[config.mk]
export PLATFORM = sky130hd
export DESIGN_NAME = acq_regbank
export DESIGN_NICKNAME = d
export VERILOG_FILES = /design/src/rtl/acq_regbank.sv
export SDC_FILE = /design/constraint.sdc
export NUM_CORES = 1
export LEC_CHECK = 0
export BUFFER_PORTS_ARGS = -buffer_cell sky130_fd_sc_hd__buf_2
export CORE_ASPECT_RATIO = 1.4
export CORE_UTILIZATION = 45
export DETAILED_ROUTE_END_ITERATION = 16
export PLACE_DENSITY = 0.88
export SLEW_MARGIN = 10
export SYNTH_ARGS = -nofsm -noshare
export SYNTH_HDL_FRONTEND = slang
export SYNTH_SLANG_ARGS = --single-unit
[constraint.sdc]
create_clock -name clk -period 1.5 [get_ports clk]
set_input_delay 0 -clock clk [delete_from_list [all_inputs] [get_ports clk]]
set_output_delay 0 -clock clk [all_outputs]
set_load 0.02 [all_outputs]
[src/rtl/acq_regbank.sv]
module acq_regbank #(
  parameter int AW = 5,
  parameter int DW = 16
) (
  input  logic          clk,
  input  logic          rst_n,
  input  logic [AW-1:0] bus_addr,
  input  logic          bus_wr,
  input  logic          bus_rd,
  input  logic [DW-1:0] bus_wdata,
  output logic [DW-1:0] bus_rdata,
  input  logic          fifo_nempty,
  input  logic          fifo_half,
  input  logic          fifo_ovfl,
  input  logic          acq_done,
  input  logic          cal_busy,
  input  logic [1:0]    board_id,
  input  logic          dma_tc,
  input  logic [DW-1:0] fifo_word,
  output logic [DW-1:0] cfg_q,
  output logic [DW-1:0] trig_q,
  output logic [DW-1:0] ctl_q,
  output logic          start_pulse,
  output logic          fifo_rst,
  output logic          tc_clr,
  output logic          fifo_pop,
  output logic          irq
);
  localparam logic [AW-1:0] A_CFG   = AW'(5'h00);
  localparam logic [AW-1:0] A_TRIG  = AW'(5'h02);
  localparam logic [AW-1:0] A_START = AW'(5'h06);
  localparam logic [AW-1:0] A_FRST  = AW'(5'h08);
  localparam logic [AW-1:0] A_FIFO  = AW'(5'h0A);
  localparam logic [AW-1:0] A_TCCLR = AW'(5'h0E);
  localparam logic [AW-1:0] A_STAT  = AW'(5'h12);
  localparam logic [DW-1:0] CFG_M   = DW'(16'h1FFF);
  localparam logic [DW-1:0] TRIG_M  = DW'(16'h0013);
  localparam logic [DW-1:0] CTL_M   = DW'(16'h1BFF);

  logic          tc_q, ovfl_q, pend;
  logic [DW-1:0] status, rd_mux;

  assign start_pulse = bus_wr && bus_addr == A_START;
  assign fifo_rst    = bus_wr && bus_addr == A_FRST;
  assign tc_clr      = bus_wr && bus_addr == A_TCCLR;
  assign fifo_pop    = bus_rd && bus_addr == A_FIFO;

  assign pend = (ctl_q[11] && tc_q) ||
                (ctl_q[8] && (ctl_q[9] ? fifo_half : fifo_nempty));
  assign irq  = pend;

  assign status = DW'({board_id, tc_q, pend, cal_busy, acq_done, ovfl_q,
                       2'b00, fifo_nempty});

  always_comb begin
    case (bus_addr)
      A_CFG:   rd_mux = cfg_q;
      A_TRIG:  rd_mux = trig_q;
      A_FIFO:  rd_mux = fifo_word;
      A_STAT:  rd_mux = status;
      default: rd_mux = '0;
    endcase
  end

  always_ff @(posedge clk) begin
    if (!rst_n) begin
      cfg_q     <= '0;
      trig_q    <= '0;
      ctl_q     <= '0;
      tc_q      <= 1'b0;
      ovfl_q    <= 1'b0;
      bus_rdata <= '0;
    end else begin
      if (bus_wr && bus_addr == A_CFG)  cfg_q  <= bus_wdata & CFG_M;
      if (bus_wr && bus_addr == A_TRIG) trig_q <= bus_wdata & TRIG_M;
      if (bus_wr && bus_addr == A_STAT) ctl_q  <= bus_wdata & CTL_M;
      tc_q   <= dma_tc || (tc_q && !tc_clr);
      ovfl_q <= fifo_ovfl || (ovfl_q && !fifo_rst);
      if (bus_rd) bus_rdata <= rd_mux;
    end
  end
endmodule

# --- Yosys cells after proc, flatten, opt, wreduce, memory -nomap -nowiden ---
# Index checks and enable logic that the tools add are counted.
totals:
  n_memories: 0
  input_bits: 49
  romBits: 0
  ram_bits: 0
  latch_bits: 0
  ff_bits: 46
  out_inout_bits: 69
op_classes:
  muxes: 2
  bitwise_logic: 0
  eq_ne: 6
  div_mod_pow: 0
  reduce_logical: 17
  add_sub_neg: 0
  shifts: 0
  multipliers: 0
  n_lt_le_gt_ge: 0
op_table:
  columns: ["operator", "n"]
  rows:
  - ["16-bit one-hot mux with 4 select lines", 1]
  - ["5-bit by 4-bit == test with 1-bit output, second input constant", 3]
  - ["1-bit logical AND", 11]
  - ["5-bit by 2-bit == test with 1-bit output, second input constant", 1]
  - ["5-bit by 3-bit == test with 1-bit output, second input constant", 1]
  - ["5-bit == test, second input constant", 1]
  - ["5-bit logical NOT", 1]
  - ["1-bit logical OR", 3]
  - ["1-bit logical NOT", 2]
  - ["1-bit two-way mux", 1]

# --- Depth between registers and ports, before layout ---
logic_depth:
  ltp_word: 5
  depth_mapped: 7
  ltp_nobuf: 4

# --- Least setup slack after synthesis ---
# No wires, ideal clock.
synth_timing:
  kind: "flip-flop to flip-flop"
  startpoint: "register ctl_q[9]"
  endpoint: "register bus_rdata[6]"
  stages_incl_launch_ff: 5
  t_arrival_ns: 1.211
  path_slack_ns: 0.152
  path_buffers: 0
  setup_time_ns: 0.137
  cell_sequence: "dfxtp_1 > mux2_2 > a22o_1 > nand2_1 > a221oi_2"
synth_via:
  elab_chain_len: 4
synth_rtl:
  columns: ["item", "line", "rtl"]
  rows:
  - ["start, declared", "22", "output logic [DW-1:0] ctl_q,"]
  - ["start signal, assigned", "76", "if (bus_wr && bus_addr == A_STAT) ctl_q <= bus_wdata & CTL_M;"]
  - ["1-bit two-way mux", "49", "(ctl_q[8] && (ctl_q[9] ? fifo_half : fifo_nempty));"]
  - ["1-bit logical AND", "49", null]
  - ["1-bit logical OR", "48", "assign pend = (ctl_q[11] && tc_q) ||"]
  - ["net irq", "27", "output logic irq"]
  - ["16-bit one-hot mux with 4 select lines", "56", "case (bus_addr)"]
  - ["end signal, assigned", "79", "if (bus_rd) bus_rdata <= rd_mux;"]
  - ["end, declared", "11", "output logic [DW-1:0] bus_rdata,"]
# The timed path passes the listed nets, and every way through them passes these cells.
# A chain may end at the register's enable or synchronous reset.

# --- Worst setup path in the final report ---
layout_timing:
  startpoint: "register ctl_q[9]"
  endpoint: "output port irq"
layout_via:
  elab_chain_len: 3
layout_rtl:
  columns: ["item", "line"]
  rows:
  - ["1-bit two-way mux", "49"]
  - ["1-bit logical AND", "49"]
  - ["1-bit logical OR", "48"]
  - ["end, declared", "27"]
# No other way between the ends.

==> qor_table.md <==
| Metric | Reported |
| --- | --- |
| Outcome | complete, no violations |
| DIE WIDTH | 61.9 um |
| Number of H-tree levels | 2 |
| Clock Pin Slew Worst Setup and Hold Paths | 100 ps |
| Cell taking the most area after synthesis | sky130_fd_sc_hd__dfxtp_1 |
| Root Buffer Master | sky130_fd_sc_hd__clkbuf_8 |
| Area of the multi-input gates | 1100 um2 |
| Area taken by flip-flops and latches | 921 um2 |
| Number of cells on the worst reg-to-reg path | 4 |
| Sequential element share of the synthesized area | 40.7% |
| Via/cell ratio | 5.21 |
| Hold EP | bus_rdata[2]$_SDFFE_PN0P_ |
| Antenna violations before repair | 0 |
| Critical Path Sink Type | primary output |
| Router iterations before antenna repair | 4 |
| Internal power | 1.68 mW |
| Antenna cells | 0 |
| Number of buffers created by CTS | 5 |
| Detailed Route WL | 6460 um |
| Critical hold path startpoint | fifo_word[2] |
| Fraction of final layout cells sized beyond drive strength 1 | 34.4% |
| Number of stages on the worst hold path | 3 |
| End of the worst register-to-register path | bus_rdata[6]$_SDFFE_PN0P_ |
| Number of top-level pins | 118 |
| Syn-to-layout area delta | 32.4% |
| Die height | 85.9 um |
| DRC violation count after routing | 0 |
| Nets@finish | 426 |
| Top achievable clock speed | 710 MHz |
| Netlist area before placement | 2260 um2 |
| Required time at the worst-slack endpoint | 1500 ps |
| Delay contributed by the slowest stage of the critical path | 370 ps |
| Final critical path time including I/O delays and setup | 1410 ps |
| Type of the setup path with the least slack | register to primary output |
| Number of placement rows | 30 |
| Arrival time at the worst endpoint | 1410 ps |
| Maximum fanout along the worst path | 3 |
| Power share of the combinational group | 13.3% |
| RSZ-0062 raised after global routing | false |
| Iter 0 DRT Violations | 130 |
| Register-to-register path setup slack | 300 ps |
| Chain of cells forming the critical path | mux2_2 -> a22o_1 -> buf_2 |
| Top cell type's share of synthesized area | 40.7% |
| Part of the total power dissipated in sequential elements | 53.3% |
| Total chip power | 2.32 mW |
| Vias in the first global route | 2148 |
| Post-DRT Antenna Nets | 0 |
| Net Switching | 0.639 mW |
| Buffers inserted during post-CTS setup optimization | 0 |
| Sum of negative setup slack | 0 ps |
| Number of warnings issued by yosys | 0 |
| Maximum vdd drop | 0.643 mV |
| Critical path startpoint category | register |
| RR Startpoint | ctl_q[9]$_SDFFE_PN0P_ |
| Final number of setup-violating endpoints | 0 |
| Half-perimeter wire length of the detailed placement result | 4650 um |
| Clk sink count | 46 |
| Synth area leaders | sky130_fd_sc_hd__dfxtp_1 41%, sky130_fd_sc_hd__nand3_1 8.6%, sky130_fd_sc_hd__a21oi_1 8.2% |
| Part of the total power dissipated in the clock network | 33.4% |
| Crit path max-delay cell type | sky130_fd_sc_hd__dfxtp_1 |
| Total of max-cap violations | 0 |
| Vias post-DR | 2304 |
| Switching share of power | 27.5% |
| Insertion delay of the later-clocked pin in the worst-skew pair | 300 ps |
| Remaining global-route overflow | 0 |
| Routability congestion estimate from global placement | 0.855 |
| Final hold violation count | 0 |
| Distinct cell type count of the synthesized netlist | 39 |
| CTS tree | built |
| CTS resizes | 0 |
| Area of the core | 4840 um2 |
| Count of state elements after synthesis | 46 |
| Filler Cell Count | 445 |
| Final setup skew | 6.58 ps |
| Average footprint of a synthesized cell | 8.54 um2 |
| Input/output buffers | 94 |
| Gr usage total | 25.7% |
| Global-route wire length before repair | 10300 um |
| Number of cells produced by synthesis | 265 |
| Leakage power of the design | 1.34 nW |
| WL per Instance | 14.6 um |
| Hold Path Class | input port to register |
| Number of pins with negative max-slew slack in the final report | 0 |
| PwrDens | 775 nW/um2 |
| Initial standard-cell utilization of the core | 46.7% |
| Largest net degree at the start of global routing | 26 |
| Bufs on Longest Clock Path | 2 |
| Die area | 5320 um2 |
| Share of the clock period used by the worst path | 93.9% |
Yosys cell counts, drive strengths merged:
| cell type | count |
|---|---|
| o21ai | 7 |
| and2b | 3 |
| and3 | 1 |
| nor2 | 6 |
| conb | 1 |
| nand2b | 2 |
| nand2 | 31 |
| mux2i | 5 |
| nor4b | 2 |
| a22oi | 10 |
| a21oi | 40 |
| clkbuf | 10 |
| buf | 30 |
| nor4 | 1 |
| or4 | 1 |
| nor3 | 1 |
| nand3 | 39 |
| nor2b | 4 |
| a22o | 1 |
| and2 | 3 |
| dfxtp | 46 |
| inv | 6 |
| mux2 | 2 |
| nand4 | 1 |
| a222oi | 1 |
| maj3 | 1 |
| a211oi | 7 |
| a221oi | 3 |
state kept, by name, summed over array words and instances, names as in the netlist:
name / flops
trig_q: 3
tc_q: 1
cfg_q: 13
ctl_q: 12
ovfl_q: 1
bus_rdata: 16
kinds of logic (layout without fill, tap and decap cells):
logic type / Yosys count / count (layout) / synth area share (%)
AOI/OAI and AO/OA: 69 / 69 / 20.1
adders and majority gates: 1 / 1 / 0.442
buffers and inverters: 46 / 140 / 13.8
DFF: 46 / 46 / 40.7
muxes: 7 / 7 / 3.21
other: 1 / 20 / 0.166
and+or+nand+nor: 95 / 95 / 21.6
metal layers:
layer | share of wire (%) | global-route usage, % | up-vias
met2 | 52 | 40.8 | 102
met4 | 3.5 | 12.7 | 0
li1 | - | - | 1114
met3 | 5.1 | 6.18 | 20
met1 | 39 | 31.4 | 1068
met5 | 0 | 0 | -
stage by stage:
step / setup WS [ps] / std cells / util [%] / instance area [um2] / hold slack (ps)
2_1_floorplan: 152 / 284 / - / 2330 / 117
3_3_place_gp: 225 / 415 / 56.1 / 2720 / 204
3_5_place_dp: 199 / 415 / 56.1 / 2720 / 217
4_1_cts: 84.4 / 442 / 61.9 / 3000 / 15.5
5_1_grt: 19.8 / 442 / 61.9 / 3000 / 26.2
6_report: 90.9 / 442 / 61.9 / 3000 / 19.4
how the worst max path moves through the flow:
stage,from,end,cells past startpoint
finish,ctl_q[9]$_SDFFE_PN0P_,irq,3
global route,ctl_q[9]$_SDFFE_PN0P_,irq,3
CTS,ctl_q[9]$_SDFFE_PN0P_,irq,3
detailed placement,bus_addr[0],bus_rdata[9]$_SDFFE_PN0P_,6
global placement,bus_addr[0],bus_rdata[8]$_SDFFE_PN0P_,6
floorplan,ctl_q[9]$_SDFFE_PN0P_,bus_rdata[6]$_SDFFE_PN0P_,4
timing repair:
action / in CTS / in global routing
hold buffers: 19 / 0
setup endpoints to repair: 0 / 0
endpoints found under the hold margin: 33 / 0
area by class of cell:
cell class / count / share of cell area [%]
clock buffer: 5 / 2.30
multi-input combinational: 192 / 36.8
clock inverter: 3 / 0.626
tap: 64 / 2.67
sequential: 46 / 30.7
inverter: 6 / 0.752
timing repair buffer: 126 / 26.1
cells in the final DEF (no fill, tap or decap), types with 5 or more instances in the layout:
master,instances
sky130_fd_sc_hd__buf_4,11
sky130_fd_sc_hd__inv_1,6
sky130_fd_sc_hd__conb_1,20
sky130_fd_sc_hd__buf_2,94
sky130_fd_sc_hd__dfxtp_1,46
sky130_fd_sc_hd__dlygate4sd3_1,19
sky130_fd_sc_hd__nand3_1,39
sky130_fd_sc_hd__clkbuf_8,5
sky130_fd_sc_hd__nand2_1,31
sky130_fd_sc_hd__nor2_1,6
sky130_fd_sc_hd__a22oi_1,7
sky130_fd_sc_hd__mux2i_1,5
sky130_fd_sc_hd__a21oi_1,37
critical path, delay by kind of cell (launching register included):
family	cells	cell delay, ps
flops	1	370
compound gates	1	220
mux	1	360
buf+inv	1	170
power by group through the flow:
stage	Clock, mW	Sequential, mW	Combinational [mW]
global placement	0	1.27	0.263
CTS	0.785	1.24	0.306
floorplan	0	1.27	0.186
global route	0.859	1.24	0.336
finish	0.775	1.24	0.309
detailed placement	0	1.27	0.267
(Power assumes the default switching activity.)
